**src/rtl/cfgport_pkg.sv**
```systemverilog
package cfgport_pkg;

   typedef enum logic [1:0] {
      RGN_GLOBAL = 2'd0,
      RGN_HOLE   = 2'd1,
      RGN_DEVICE = 2'd2
   } region_e;

   localparam logic PORT_INDEX = 1'b0;
   localparam logic PORT_DATA  = 1'b1;

endpackage

```
**src/rtl/cfg_key_matcher.sv**
```systemverilog
module cfg_key_matcher #(
   parameter int                      DW      = 8,
   parameter int                      KEY_LEN = 4,
   parameter logic [KEY_LEN*DW-1:0]   KEY     = 32'h8701_5555
) (
   input  logic          clk,
   input  logic          rst_n,
   input  logic          step,
   input  logic [DW-1:0] byte_in,
   output logic          hit_o
);
   localparam int           CW   = $clog2(KEY_LEN);
   localparam logic [CW-1:0] LAST = CW'(KEY_LEN - 1);

   logic [DW-1:0] key_b [KEY_LEN];
   logic [CW-1:0] stage_q;
   logic          match;

   for (genvar i = 0; i < KEY_LEN; i++) begin : g_key
      assign key_b[i] = KEY[(KEY_LEN-1-i)*DW +: DW];
   end

   assign match = (byte_in == key_b[stage_q]);
   assign hit_o = step && match && (stage_q == LAST);

   always_ff @(posedge clk or negedge rst_n) begin
      if (!rst_n) begin
         stage_q <= '0;
      end else if (step) begin
         if (match) begin
            stage_q <= (stage_q == LAST) ? '0 : stage_q + CW'(1);
         end else if (byte_in == key_b[0]) begin
            stage_q <= CW'(1);
         end else begin
            stage_q <= '0;
         end
      end
   end
endmodule

```
**src/rtl/cfg_global_regs.sv**
```systemverilog
module cfg_global_regs
   import cfgport_pkg::*;
#(
   parameter int                DW         = 8,
   parameter int                REV_W      = 4,
   parameter logic [2*DW-1:0]   CHIP_ID    = 16'hA51C,
   parameter logic [REV_W-1:0]  CHIP_REV   = 4'h3,
   parameter logic [DW-1:0]     CTRL_REG   = 8'h02,
   parameter logic [DW-1:0]     LDN_REG    = 8'h07,
   parameter logic [DW-1:0]     ID_REG     = 8'h20,
   parameter logic [DW-1:0]     REV_REG    = 8'h22,
   parameter logic [DW-1:0]     GLOBAL_TOP = 8'h30,
   parameter logic [DW-1:0]     DEV_BASE   = 8'h70,
   parameter int                LOCK_BIT   = 1
) (
   input  logic          clk,
   input  logic          rst_n,
   input  logic          open,
   input  logic          wr_index,
   input  logic          wr_data,
   input  logic [DW-1:0] wdata,
   output logic [DW-1:0] index_q,
   output logic [DW-1:0] ldn_q,
   output logic          relock,
   output region_e       region,
   output logic [DW-1:0] glob_rdata
);
   localparam logic [DW-1:0] ID_LO_REG = ID_REG + DW'(1);

   always_ff @(posedge clk or negedge rst_n) begin
      if (!rst_n) begin
         index_q <= '0;
         ldn_q   <= '0;
      end else if (open) begin
         if (wr_index) index_q <= wdata;
         if (wr_data && index_q == LDN_REG) ldn_q <= wdata;
      end
   end

   assign relock = open && wr_data && (index_q == CTRL_REG) && wdata[LOCK_BIT];

   always_comb begin
      if (index_q < GLOBAL_TOP)      region = RGN_GLOBAL;
      else if (index_q >= DEV_BASE)  region = RGN_DEVICE;
      else                           region = RGN_HOLE;
   end

   always_comb begin
      glob_rdata = '0;
      if (index_q == LDN_REG)        glob_rdata = ldn_q;
      else if (index_q == ID_REG)    glob_rdata = CHIP_ID[2*DW-1:DW];
      else if (index_q == ID_LO_REG) glob_rdata = CHIP_ID[DW-1:0];
      else if (index_q == REV_REG)   glob_rdata = DW'(CHIP_REV);
   end
endmodule

```
**src/rtl/cfg_read_path.sv**
```systemverilog
module cfg_read_path
   import cfgport_pkg::*;
#(
   parameter int DW       = 8,
   parameter bit READ_REG = 1'b1
) (
   input  logic          clk,
   input  logic          rst_n,
   input  logic          rd,
   input  logic          port,
   input  logic          open,
   input  logic [DW-1:0] index_q,
   input  region_e       region,
   input  logic [DW-1:0] glob_rdata,
   input  logic [DW-1:0] dev_rdata,
   output logic [DW-1:0] rdata
);
   logic [DW-1:0] sel;

   always_comb begin
      if (!open)                    sel = '1;
      else if (port == PORT_INDEX)  sel = index_q;
      else begin
         unique case (region)
            RGN_GLOBAL: sel = glob_rdata;
            RGN_DEVICE: sel = dev_rdata;
            default:    sel = '0;
         endcase
      end
   end

   if (READ_REG) begin : g_reg
      logic [DW-1:0] rdata_q;
      always_ff @(posedge clk or negedge rst_n) begin
         if (!rst_n)  rdata_q <= '1;
         else if (rd) rdata_q <= sel;
      end
      assign rdata = rdata_q;
   end else begin : g_comb
      assign rdata = sel;
   end
endmodule

```
**src/rtl/cfg_keyed_port.sv**
```systemverilog
module cfg_keyed_port
   import cfgport_pkg::*;
#(
   parameter int                      DW         = 8,
   parameter int                      KEY_LEN    = 4,
   parameter logic [KEY_LEN*DW-1:0]   KEY        = 32'h8701_5555,
   parameter int                      REV_W      = 4,
   parameter logic [2*DW-1:0]         CHIP_ID    = 16'hA51C,
   parameter logic [REV_W-1:0]        CHIP_REV   = 4'h3,
   parameter logic [DW-1:0]           CTRL_REG   = 8'h02,
   parameter logic [DW-1:0]           LDN_REG    = 8'h07,
   parameter logic [DW-1:0]           ID_REG     = 8'h20,
   parameter logic [DW-1:0]           REV_REG    = 8'h22,
   parameter logic [DW-1:0]           GLOBAL_TOP = 8'h30,
   parameter logic [DW-1:0]           DEV_BASE   = 8'h70,
   parameter int                      LOCK_BIT   = 1,
   parameter bit                      READ_REG   = 1'b1
) (
   input  logic          clk,
   input  logic          rst_n,
   input  logic          bus_wr,
   input  logic          bus_rd,
   input  logic          bus_port,
   input  logic [DW-1:0] bus_wdata,
   output logic [DW-1:0] bus_rdata,
   output logic          cfg_open,
   output logic          dev_wr,
   output logic          dev_rd,
   output logic [DW-1:0] dev_ldn,
   output logic [DW-1:0] dev_reg,
   output logic [DW-1:0] dev_wdata,
   input  logic [DW-1:0] dev_rdata
);
   if (KEY_LEN < 2) begin : g_bad_key
      $error("KEY_LEN must be at least 2");
   end
   if (REV_W > DW) begin : g_bad_rev
      $error("REV_W must not exceed DW");
   end
   if (LOCK_BIT >= DW) begin : g_bad_lock
      $error("LOCK_BIT must lie inside the data byte");
   end
   if (GLOBAL_TOP > DEV_BASE) begin : g_bad_map
      $error("GLOBAL_TOP must not exceed DEV_BASE");
   end

   logic          open_q;
   logic          key_hit;
   logic          relock;
   logic [DW-1:0] idx_q;
   logic [DW-1:0] ldn_q;
   logic [DW-1:0] glob_rdata;
   region_e       region;
   logic          wr_index, wr_data;

   assign wr_index = bus_wr && (bus_port == PORT_INDEX);
   assign wr_data  = bus_wr && (bus_port == PORT_DATA);

   cfg_key_matcher #(.DW(DW), .KEY_LEN(KEY_LEN), .KEY(KEY)) u_key (
      .clk     (clk),
      .rst_n   (rst_n),
      .step    (wr_index && !open_q),
      .byte_in (bus_wdata),
      .hit_o   (key_hit)
   );

   always_ff @(posedge clk or negedge rst_n) begin
      if (!rst_n)       open_q <= 1'b0;
      else if (relock)  open_q <= 1'b0;
      else if (key_hit) open_q <= 1'b1;
   end

   cfg_global_regs #(
      .DW(DW), .REV_W(REV_W), .CHIP_ID(CHIP_ID), .CHIP_REV(CHIP_REV),
      .CTRL_REG(CTRL_REG), .LDN_REG(LDN_REG), .ID_REG(ID_REG), .REV_REG(REV_REG),
      .GLOBAL_TOP(GLOBAL_TOP), .DEV_BASE(DEV_BASE), .LOCK_BIT(LOCK_BIT)
   ) u_regs (
      .clk        (clk),
      .rst_n      (rst_n),
      .open       (open_q),
      .wr_index   (wr_index),
      .wr_data    (wr_data),
      .wdata      (bus_wdata),
      .index_q    (idx_q),
      .ldn_q      (ldn_q),
      .relock     (relock),
      .region     (region),
      .glob_rdata (glob_rdata)
   );

   cfg_read_path #(.DW(DW), .READ_REG(READ_REG)) u_rd (
      .clk        (clk),
      .rst_n      (rst_n),
      .rd         (bus_rd),
      .port       (bus_port),
      .open       (open_q),
      .index_q    (idx_q),
      .region     (region),
      .glob_rdata (glob_rdata),
      .dev_rdata  (dev_rdata),
      .rdata      (bus_rdata)
   );

   assign cfg_open  = open_q;
   assign dev_wr    = wr_data && open_q && (region == RGN_DEVICE);
   assign dev_rd    = bus_rd && (bus_port == PORT_DATA) && open_q && (region == RGN_DEVICE);
   assign dev_ldn   = ldn_q;
   assign dev_reg   = idx_q;
   assign dev_wdata = bus_wdata;
endmodule

```
**config.mk**
```make
export PLATFORM = sky130hd
export DESIGN_NAME = cfg_keyed_port
export DESIGN_NICKNAME = d
export VERILOG_FILES = /design/src/rtl/cfgport_pkg.sv /design/src/rtl/cfg_key_matcher.sv /design/src/rtl/cfg_global_regs.sv /design/src/rtl/cfg_read_path.sv /design/src/rtl/cfg_keyed_port.sv
export SDC_FILE = /design/constraint.sdc
export NUM_CORES = 1
export LEC_CHECK = 0
export BUFFER_PORTS_ARGS = -buffer_cell sky130_fd_sc_hd__clkbuf_2
export CAP_MARGIN = 15
export CORE_MARGIN = 2
export CORE_UTILIZATION = 49
export CTS_CLUSTER_DIAMETER = 120
export DETAILED_ROUTE_END_ITERATION = 10
export PLACE_DENSITY_LB_ADDON = 0.05
export RECOVER_POWER = 100
export SYNTH_ARGS = -nofsm -noshare
export SYNTH_HDL_FRONTEND = slang
export SYNTH_SLANG_ARGS = --single-unit
```
**constraint.sdc**
```tcl
create_clock -name clk -period 2.1 [get_ports clk]
set_input_delay 0.105 -clock clk [delete_from_list [all_inputs] [get_ports clk]]
set_output_delay 0.105 -clock clk [all_outputs]
set_load 0.05 [all_outputs]
```
Word level (Yosys, flattened, before mapping)
Cells that the tools add are included.
{"block": "totals", "ff_bits": 27, "latch_bits": 0, "mem_bits_rw": 0, "mem_bits_ro": 0, "inputBits": 21, "out_inout_bits": 35, "elab_cells": 55, "n_memories": 0}
{"block": "op_classes", "n_addsub": 1, "n_mul": 0, "n_div": 0, "n_lt_le_gt_ge": 3, "n_eq_ne": 9, "n_shift": 0, "muxes": 17, "bitwise": 2, "n_reduce_logical": 18}
{"op": "two-way mux 8 bit", "n": 7}
{"op": "equality test 8 x 6 -> 1 bit (second input constant)", "n": 3}
{"op": "binary-select mux 8 bit (select 2 bit)", "n": 1}
{"op": "case mux 8 bit (2 select lines)", "n": 1}
{"op": "logical AND 1 bit", "n": 13}
{"op": "two-way mux 2 bit", "n": 5}
{"op": "equality test 8 x 2 -> 1 bit (second input constant)", "n": 1}
{"op": "equality test 8 x 3 -> 1 bit (second input constant)", "n": 1}
{"op": "equality test 8 bit", "n": 1}
{"op": "equality test 8 bit (second input constant)", "n": 1}
{"op": "greater-or-equal comparator 8 x 7 -> 1 bit (second input constant)", "n": 1}
{"op": "< comparator 8 x 6 -> 1 bit (second input constant)", "n": 1}
{"op": "equality test 2 bit (second input constant)", "n": 2}
{"op": "AND reduction 2 bit", "n": 2}
{"op": "greater-or-equal comparator 3 bit (second input constant)", "n": 1}
{"op": "two-way mux 1 bit", "n": 3}
{"op": "inverter 2 -> 3 bit", "n": 1}
{"op": "adder 2 x 1 -> 2 bit (second input constant)", "n": 1}
{"op": "zero test 2 bit", "n": 1}
{"op": "nonzero test 2 bit", "n": 1}
{"op": "zero test 1 bit", "n": 1}
{"op": "inverter 1 bit", "n": 1}

Depth between registers and ports, before layout
Gate-level depths: netlist of the first run.
{"block": "depth", "depth_word": 9, "mapped_depth": 6, "mapped_depth_nobuf": 6}

Hierarchy
A second synthesis of the first run with hierarchy kept.
{"block": "unflattened", "cells_unflattened": 161, "hier_area_um2": 1749.2}
{"mod": "cfg_global_regs", "instances": 1, "cells_each": 65, "area_per_inst_um2": 813.3, "seq_area_each_um2": 400.4}
{"mod": "cfg_read_path", "instances": 1, "cells_each": 54, "area_per_inst_um2": 576.8, "seq_area_each_um2": 210.2}
{"mod": "cfg_key_matcher", "instances": 1, "cells_each": 25, "area_per_inst_um2": 221.5, "seq_area_each_um2": 50.0}
{"mod": "cfg_keyed_port", "instances": 1, "cells_each": 17, "area_per_inst_um2": 137.6, "seq_area_each_um2": 25.0}

Least setup slack after synthesis of the first run
OpenSTA, ideal clock, no wires.
{"block": "synth_path", "path_kind": "register to register", "from": "register u_regs.index_q[7]", "to": "register u_regs.ldn_q[0]", "setup_ns": 0.125, "t_arrival_ns": 1.899, "required_time_ns": 1.975, "setup_slack_ns": 0.076, "path_stages_with_launch": 4, "n_path_buf": 0, "synth_period_minus_slack_ns": 2.024, "path_cell_list": "dfrtp_1 or4_4 nor3_4 mux2_2"}
{"block": "synth_between", "elab_chain_cells": 3}
{"element": "from (decl)", "line": "cfg_global_regs.sv:22", "rtl": "output logic [DW-1:0] index_q,"}
{"element": "from (signal assigned)", "line": "cfg_global_regs.sv:35", "rtl": "if (wr_index) index_q <= wdata;"}
{"element": "equality test 8 x 3 -> 1 bit", "line": "cfg_global_regs.sv:36", "rtl": "if (wr_data && index_q == LDN_REG) ldn_q <= wdata;"}
{"element": "logical AND 1 bit", "line": "cfg_global_regs.sv:36"}
{"element": "AND reduction 2 bit (no line)"}
{"element": "to (signal assigned)", "line": "cfg_global_regs.sv:36"}
{"element": "to (decl)", "line": "cfg_global_regs.sv:23", "rtl": "output logic [DW-1:0] ldn_q,"}
Every way passes these cells.
A chain may end at the register's enable or synchronous reset.

Final worst setup path of the first run
{"block": "layout_path", "from": "register u_regs.index_q[7]", "to": "register u_regs.ldn_q[3]"}
The elaborated chain is that of the path after synthesis.

==> results of run 1 <==
==> logic make-up (layout without fill, tap and decap cells) <==
logic type	count (synthesis)	after routing	synth area share, %
and+or+nand+nor	47	47	18.8
AOI/OAI and AO/OA	32	32	15.0
DFF	27	27	45.3
muxes	16	16	11.9
buffers and inverters	16	65	5.95
adders and majority gates	3	3	2.48
xor gates and xnor gates	1	1	0.579
==> cell usage in the layout, fill, tap and decap left out, drive strengths merged <==
cell type	count
a211oi	2
a21oi	8
a221oi	5
a22oi	5
a31o	1
a31oi	2
a32o	1
and2	1
and3	1
buf	1
clkbuf	59
dfrtp	19
dfstp	8
dlygate4sd3	1
ha	3
inv	4
mux2	16
nand2	2
nand2b	4
nand3	6
nand3b	1
nand4	3
nand4b	1
nor2	16
nor3	2
nor3b	2
nor4	1
nor4b	2
o211ai	2
o21ai	1
o22ai	4
o31ai	1
or3	2
or4	2
or4b	1
xor2	1
==> power breakdown <==
group	switching, mW	internal, mW	total [mW]
Sequential	0.00456	0.524	0.528
Clock	0.167	0.0749	0.242
Combinational	0.0836	0.0298	0.113
Total	0.255	0.629	0.884
==> layout make-up <==
cell class	count	area [um2]	area share (%)
repair buffers	57	248	14.2
flip-flops and latches	27	686	39.2
inverters	4	15.0	0.858
multi-input cells	99	733	41.9
clock buffers	4	26.3	1.50
well taps	33	41.3	2.36
==> sequential cells by signal (all words and copies together) (netlist names) <==
register and cells:
u_rd.rdata 8, cfg_open 1, u_regs.index_q 8, u_key.stage_q 2, u_regs.ldn_q 8
==> critical path: stages, from the launching register on <==
cell	delay, ns
dfrtp_1	0.49
or4_4	0.61
nor3_4	0.35
mux2_2	0.38
==> worst paths after layout <==
path	start	end
min in group asynchronous	rst_n	cfg_open
min reg2reg	u_rd.rdata[0]	u_rd.rdata[0]
min	dev_rdata[0]	u_rd.rdata[0]
max in group asynchronous	rst_n	u_regs.ldn_q[4]
max	u_regs.index_q[7]	u_regs.ldn_q[3]
max reg2reg	u_regs.index_q[7]	u_regs.ldn_q[3]
==> per-layer routing <==
| layer | GRT usage [%] | wire [um] |
|---|---|---|
| met4 | 10.8 | 80 |
| met5 | 0 | 0 |
| met1 | 33.0 | 1750 |
| met2 | 34.2 | 1750 |
| met3 | 3.06 | 194 |
==> impl_results.md, run 1 <==
- Vias in the first global route: 1212
- Worst VDD drop: 0.000239 V
- Max_cap viols: 0
- Pwr Total: 0.884 mW
- Resize count post-CTS: 0
- CTS tree: done
- Syn Area/Cell: 10.7 um2
- Asr flop ratio synth: 100%
- Vias per inst: 5.76
- CTS hold repair buffers: 1
- Fin. max-slew vios: 0
- Detailed-route via count: 1290
- Final core occ: 58.3%
- Crit path DAT: 2.17 ns
- Number of remaining DRC errors: 0
- CP Launch Type: flop
- Bufs on Longest Clock Path: 2
- Post-synth EDFFs: 0
- Initial core utilization: 50.4%
- Max-slew headroom: 1.13%
- Initial DRC count: 43
- Area share of the largest cell type after synthesis: 31.4%
- Worst R2R Setup Slack: 0.17 ns
- Routed WL: 3.78 mm
- Non-Filler Instances: 224
- Layout fillers: 299
- CP Capture Type: flop
- Largest net degree at the start of global routing: 28
- Final net count: 216
- Clock root buffer: clkbuf_4
- GRT Util Overall: 23.0%
- Ys Warns: 0
- Proportion of layout cells with a drive suffix above 1: 27.7%
- PwrDens: 505 mW/mm2
- First-pass GRT wire length: 5.97 mm
- Reg2Reg Depth: 3
- RSZ-0062 raised after global routing: no
- Cts bufs inserted: 3
- Core area: 0.00300 mm2
- Die Span Y: 59.6 um
- H-Tree Depth: 1
- Clock Pin Slew Worst Setup and Hold Paths: 0.15 ns
- Top cells by count, synth: dfrtp_1, mux2_2, nor2_1
- Status: finished clean
- Syn Nets: 166
- Gpl congestion: 0.838
- Post-DP HPWL: 2.79 mm
- Dpl cell area: 0.00176 mm2
- Worst Skew: 0.00167 ns
- Leak: 0.764 nW
- Avg WL per Cell: 16.9 um
- Post-synthesis sequential area ratio: 45.3%
- FMAX: 519 MHz
- Area Overhead vs Synth: 15.5%
- Highest fanout seen on the critical path: 9
- Full die area: 0.00355 mm2
- Fin crit period: 1.93 ns
- Synth area leaders: dfrtp_1, dfstp_2, mux2_2
- Worst hold-check path type: in2reg
- Initial antenna violation count: 0
- Clk Latency, worst-skew pair: 0.34 ns
- Top Ports: 56
- Postcts setup bufs: 0
- Hold path depth: 3
- Synth area leader: dfrtp_1
- Synth cell types: 40
- Final worst slack: 0.174 ns
- Die Width: 59.6 um
- # clock sinks: 27
- Mapped Cells: 142
- Input/output buffers: 55
- Tightest Pin Transition: 1.48 ns
- Sum Neg Setup Slack: 0 ns
- Seq cells post-synth: 27
- Antenna cell count: 0
- Fin. Hold Viols: 0
- Final ANT Viol Nets: 0
- Row count: 20
- Worst hold slack: 0.0213 ns
- WS Path Type: reg2reg
- Final instance area: 0.00175 mm2
- Tcrit/Tclk final: 91.7%
- GRT overflow: 0
- Drt pass-1 iters: 4
- Pre-CTS WS: 0.187 ns
- Most frequent cell after synthesis: dfrtp_1
- Mapped Area: 0.00151 mm2
- Main synth FF type: dfrtp_1
- Final setup vio count: 0
- Critical Path RT: 2.35 ns
- Cells after DPL: 219
(Power assumes the default switching activity.)
==> run 2, diff against run 1 <==
- CORE_UTILIZATION: 49 -> 35
- clock period: 2.1 -> 2.4 ns (I/O delays scaled with it)
==> impl_results.md, run 2 (synthesized netlist as in run 1, its figures left out) <==
- Sum Neg Setup Slack: 0 ns (unchanged)
- Avg WL per Cell: 17.5 um (was 16.9 um)
- # clock sinks: 27 (unchanged)
- Tightest Pin Transition: 1.55 ns (was 1.48 ns)
- CTS hold repair buffers: 1 (unchanged)
- Initial antenna violation count: 0 (unchanged)
- Full die area: 0.00487 mm2 (was 0.00355 mm2)
- Number of remaining DRC errors: 0 (unchanged)
- Worst Skew: 0.00526 ns (was 0.00167 ns)
- Resize count post-CTS: 0 (unchanged)
- Area Overhead vs Synth: 17.2% (was 15.5%)
- Initial core utilization: 37.0% (was 50.4%)
- Worst VDD drop: 0.000196 V (was 0.000239 V)
- RSZ-0062 raised after global routing: no (unchanged)
- Crit path DAT: 2.24 ns (was 2.17 ns)
- Largest net degree at the start of global routing: 28 (unchanged)
- Die Span Y: 69.8 um (was 59.6 um)
- CTS tree: done (unchanged)
- Gpl congestion: 0.802 (was 0.838)
- Max-slew headroom: -3.53% (was 1.13%)
- Fin. max-slew vios: 28 (was 0)
- GRT overflow: 0 (unchanged)
- Detailed-route via count: 1324 (was 1290)
- Leak: 0.764 nW (about the same)
- Fin crit period: 2.07 ns (was 1.93 ns)
- Critical Path RT: 2.56 ns (was 2.35 ns)
- CP Capture Type: flop (unchanged)
- Clock root buffer: clkbuf_8 (was clkbuf_4)
- Tcrit/Tclk final: 86.4% (was 91.7%)
- Max_cap viols: 1 (was 0)
- Status: finished, violations left (was finished clean)
- Bufs on Longest Clock Path: 2 (unchanged)
- First-pass GRT wire length: 6.78 mm (was 5.97 mm)
- Commonest non-fill, non-tap cells in the layout: clkbuf_1, dfrtp_1, clkbuf_2 (unchanged)
- Top Ports: 56 (unchanged)
- Antenna cell count: 0 (unchanged)
- Worst hold slack: 0.123 ns (was 0.0213 ns)
- Proportion of layout cells with a drive suffix above 1: 26.3% (was 27.7%)
- Die Width: 69.8 um (was 59.6 um)
- Worst hold-check path type: in2reg (unchanged)
- Row count: 23 (was 20)
- Post-DP HPWL: 3.15 mm (was 2.79 mm)
- Final setup vio count: 0 (unchanged)
- Vias per inst: 5.52 (was 5.76)
- Most common cell after layout, fill and taps aside: clkbuf_1 (unchanged)
- Fin. Hold Viols: 0 (unchanged)
- H-Tree Depth: 1 (unchanged)
- Non-Filler Instances: 240 (was 224)
- GRT Util Overall: 17.4% (was 23.0%)
- Core area: 0.00409 mm2 (was 0.00300 mm2)
- Highest fanout seen on the critical path: 9 (unchanged)
- CP Launch Type: flop (unchanged)
- Routed WL: 4.21 mm (was 3.78 mm)
- Drt pass-1 iters: 4 (unchanged)
- Final ANT Viol Nets: 0 (unchanged)
- PwrDens: 467 mW/mm2 (was 505 mW/mm2)
- Clock Pin Slew Worst Setup and Hold Paths: 0.10 ns (was 0.15 ns)
- Postcts setup bufs: 0 (unchanged)
- Cts bufs inserted: 3 (unchanged)
- WS Path Type: reg2reg (unchanged)
- Failing checks: max-capacitance violations, max-slew violations
- Vias in the first global route: 1270 (was 1212)
- Final net count: 215 (was 216)
- FMAX: 482 MHz (was 519 MHz)
- Initial DRC count: 69 (was 43)
- Cells after DPL: 235 (was 219)
- Input/output buffers: 55 (unchanged)
- Clk Latency, worst-skew pair: 0.27 ns (was 0.34 ns)
run 2: changes by cell type in the layout (fill, tap and decap cells not counted), sizes merged:
cell / delta
buf: -1
clkbuf: -1
clkinvlp: +1
run 2: cell type report:
cell class	count	area [um2]
inverter	4	15.0
sequential	27	686
clock buffer	3	41.3
multi-input combinational	99	722
timing repair buffer	56	240
clock inverter	1	7.51
tap	50	62.6
fill	448	2310
run 2: critical path, stage by stage (launching register included):
cell,delay [ns]
dfrtp_1,0.48
or4_1,0.70
nor3_4,0.40
mux2_2,0.38
run 2: metal layers:
| layer | up-vias | wire length, um | track usage, % | part of all wire, % |
|---|---|---|---|---|
| li1 | 628 | - | - | - |
| met4 | 0 | 14 | 3.42 | 0.33 |
| met1 | 664 | 1950 | 23.5 | 46 |
| met2 | 30 | 2050 | 29.4 | 49 |
| met3 | 2 | 188 | 3.20 | 4.5 |
| met5 | - | 0 | 0 | 0 |
run 2: worst paths after layout:
check                                   from                end  slack, ns  cells after the start
hold reg to reg                u_rd.rdata[1]      u_rd.rdata[1]       0.51                      2
max in group asynchronous              rst_n   u_key.stage_q[0]       0.75                      2
setup reg to reg           u_regs.index_q[7]    u_regs.ldn_q[0]       0.33                      3
min in group asynchronous              rst_n  u_regs.index_q[0]       0.75                      2
setup / recovery           u_regs.index_q[7]    u_regs.ldn_q[0]       0.33                      3
hold / removal                  bus_wdata[5]    u_regs.ldn_q[5]       0.12                      2
run 2: where the power goes:
part           switching [mW]  internal, mW  total [mW]
combinational          0.0741        0.0251      0.0992
clock                   0.150         0.118       0.268
sequential            0.00443         0.458       0.462
total                   0.228         0.601       0.829
run 2: per-stage QoR:
step	setup WS [ns]	util, %	power (mW)	instance area, um2
after global placement	0.498	43.5	0.572	1780
after global routing	0.217	43.4	0.872	1770
after detailed placement	0.439	43.5	0.573	1780
after CTS	0.418	44.9	0.847	1840
after floorplan	0.376	-	0.534	1510
final	0.325	43.4	0.829	1770
==> run 3, diff against run 2 <==
- CORE_UTILIZATION: 35 -> 25
- GPL_TIMING_DRIVEN: default -> 0
==> impl_results.md, run 3 (synthesized netlist as in run 1, its figures left out) <==
- P_sw: 0.238 mW (was 0.228 mW)
- Layout fillers: 644 (was 448)
- Sw Ratio: 28.1% (was 27.5%)
- Clk Latency, worst-skew pair: 0.28 ns (was 0.27 ns)
- Core area: 0.00589 mm2 (was 0.00409 mm2)
- Logic pwr share: 13.0% (was 12.0%)
- Largest net degree at the start of global routing: 28 (unchanged)
- # clock sinks: 27 (unchanged)
- Tightest Pin Transition: 1.52 ns (was 1.55 ns)
- Worst Skew: 0.00835 ns (was 0.00526 ns)
- H-Tree Depth: 1 (unchanged)
- Gpl congestion: 0.836 (was 0.802)
- Top Ports: 56 (unchanged)
- Final net count: 226 (was 215)
- Worst hold slack: 0.107 ns (was 0.123 ns)
- Final ANT Viol Nets: 0 (unchanged)
- Area Overhead vs Synth: 24.1% (was 17.2%)
- Sum Neg Setup Slack: 0 ns (unchanged)
- Worst hold-check path type: in2reg (unchanged)
- Int Pwr: 0.610 mW (was 0.601 mW)
- Fin. Hold Viols: 0 (unchanged)
- Beginning of the worst hold path: dev_rdata[0] (was bus_wdata[5])
- Status: finished, violations left (unchanged)
- Die Width: 81.8 um (was 69.8 um)
- WL met2: 2.16 mm (was 2.05 mm)
- CTS hold repair buffers: 1 (unchanged)
- Clock Pin Slew Worst Setup and Hold Paths: 0.11 ns (was 0.10 ns)
- Leak: 0.802 nW (was 0.764 nW)
- RSZ-0062 raised after global routing: no (unchanged)
- Dpl cell area: 0.00188 mm2 (was 0.00178 mm2)
- Failing checks: max-capacitance violations, max-slew violations (unchanged)
- Reg2Reg Depth: 4 (was 3)
- Hold EP: u_rd.rdata[0] (was u_regs.ldn_q[5])
- GRT Util Overall: 14.0% (was 17.4%)
- Reg power frac: 54.5% (was 55.7%)
- Die Span Y: 81.8 um (was 69.8 um)
- Initial antenna violation count: 0 (unchanged)
- First-pass GRT wire length: 7.12 mm (was 6.78 mm)
- Worst VDD drop: 0.000203 V (was 0.000196 V)
- M1 WL: 2.07 mm (was 1.95 mm)
- Routed WL: 4.51 mm (was 4.21 mm)
- Tcrit/Tclk final: 86.6% (was 86.4%)
- Worst R2R Setup Slack: 0.32 ns (was 0.33 ns)
- Proportion of layout cells with a drive suffix above 1: 28.9% (was 26.3%)
- Met3 Wirelength: 222 um (was 188 um)
- Vias in the first global route: 1374 (was 1270)
- Bufs on Longest Clock Path: 2 (unchanged)
- RR Endpoint: u_rd.rdata[2] (was u_regs.ldn_q[0])
- Input/output buffers: 54 (was 55)
- CP Capture Type: flop (unchanged)
- FMAX: 481 MHz (was 482 MHz)
- Number of remaining DRC errors: 0 (unchanged)
- Fin. max-slew vios: 28 (unchanged)
- Max-slew headroom: -1.66% (was -3.53%)
- Detailed-route via count: 1354 (was 1324)
- Antenna cell count: 0 (unchanged)
- WS Path Type: reg2reg (unchanged)
- Commonest non-fill, non-tap cells in the layout: clkbuf_1, dfrtp_1, clkbuf_2 (unchanged)
- Full die area: 0.00669 mm2 (was 0.00487 mm2)
- Avg WL per Cell: 16.3 um (was 17.5 um)
- Postcts setup bufs: 0 (unchanged)
- RR Startpoint: u_regs.index_q[6] (was u_regs.index_q[7])
- Highest fanout seen on the critical path: 9 (unchanged)
- Resize count post-CTS: 0 (unchanged)
- Max_cap viols: 1 (unchanged)
- CTS tree: done (unchanged)
- Drt pass-1 iters: 4 (unchanged)
- Crit path DAT: 2.26 ns (was 2.24 ns)
- Initial DRC count: 108 (was 69)
- Post-DP HPWL: 3.47 mm (was 3.15 mm)
- Cts bufs inserted: 3 (unchanged)
- GRT overflow: 0 (unchanged)
- CP Launch Type: flop (unchanged)
- Clock share of power: 32.5% (was 32.3%)
- Initial core utilization: 25.7% (was 37.0%)
- Most common cell after layout, fill and taps aside: clkbuf_1 (unchanged)
- Fin crit period: 2.08 ns (was 2.07 ns)
- Hold path depth: 3 (was 2)
- Max Used Layer: met4 (unchanged)
- Critical Path RT: 2.58 ns (was 2.56 ns)
- Final setup vio count: 0 (unchanged)
- Clock root buffer: clkbuf_8 (unchanged)
- PwrDens: 451 mW/mm2 (was 467 mW/mm2)
- Final instance area: 0.00188 mm2 (was 0.00177 mm2)
- Vias per inst: 4.91 (was 5.52)
- Row count: 28 (was 23)
## run 3: changes by cell type in the layout (fill, tap and decap cells not counted), sizes merged
| cell | delta |
|---|---|
| clkbuf | +2 |
| buf | +9 |
## run 3: critical path, cell delays in order (launching register included)
cell,delay [ns]
dfrtp_1,0.51
or4b_1,0.57
nor4_1,0.43
o211ai_1,0.17
a221oi_1,0.30
## run 3: cell type report
type	count	area, um2	share of cell area (%)
plain buffers	12	75.1	3.99
clock buffers	3	41.3	2.20
clock inverters	1	7.51	0.399
inverters	4	15.0	0.799
multi-input cells	99	726	38.6
flip-flops and latches	27	686	36.5
well taps	75	93.8	4.99
repair buffers	55	235	12.5
## run 3: stage by stage
step	worst slack [ns]	power (mW)	utilization (%)	cells
detailed placement	0.408	0.584	31.9	271
global route	0.226	0.886	31.9	276
global placement	0.398	0.583	31.9	271
floorplan	0.376	0.534	-	142
finish	0.322	0.848	31.9	276
CTS	0.372	0.862	32.9	276
## run 3: worst max path at each step
stage | start | to | slack, ns | depth (start not counted)
4_1_cts | u_regs.index_q[6] | u_regs.ldn_q[1] | 0.37 | 3
3_5_place_dp | u_regs.index_q[6] | u_regs.ldn_q[1] | 0.41 | 3
2_1_floorplan | u_regs.index_q[7] | u_regs.ldn_q[0] | 0.38 | 3
3_3_place_gp | u_regs.index_q[7] | u_regs.ldn_q[4] | 0.40 | 3
6_report | u_regs.index_q[6] | u_rd.rdata[2] | 0.32 | 4
5_1_grt | u_regs.index_q[6] | u_rd.rdata[2] | 0.23 | 4
## run 3: layer usage
layer,track usage [%],vias to the layer above
met3,2.42,6
li1,-,653
met5,0,-
met2,22.7,34
met1,18.9,661
met4,4.83,0
## run 3: power groups by stage
stage          logic [mW]  registers (mW)  clock network (mW)
2_1_floorplan      0.0575           0.477                   0
3_3_place_gp        0.113           0.471                   0
3_5_place_dp        0.114           0.471                   0
4_1_cts             0.115           0.462               0.285
5_1_grt             0.120           0.463               0.303
6_report            0.110           0.462               0.276
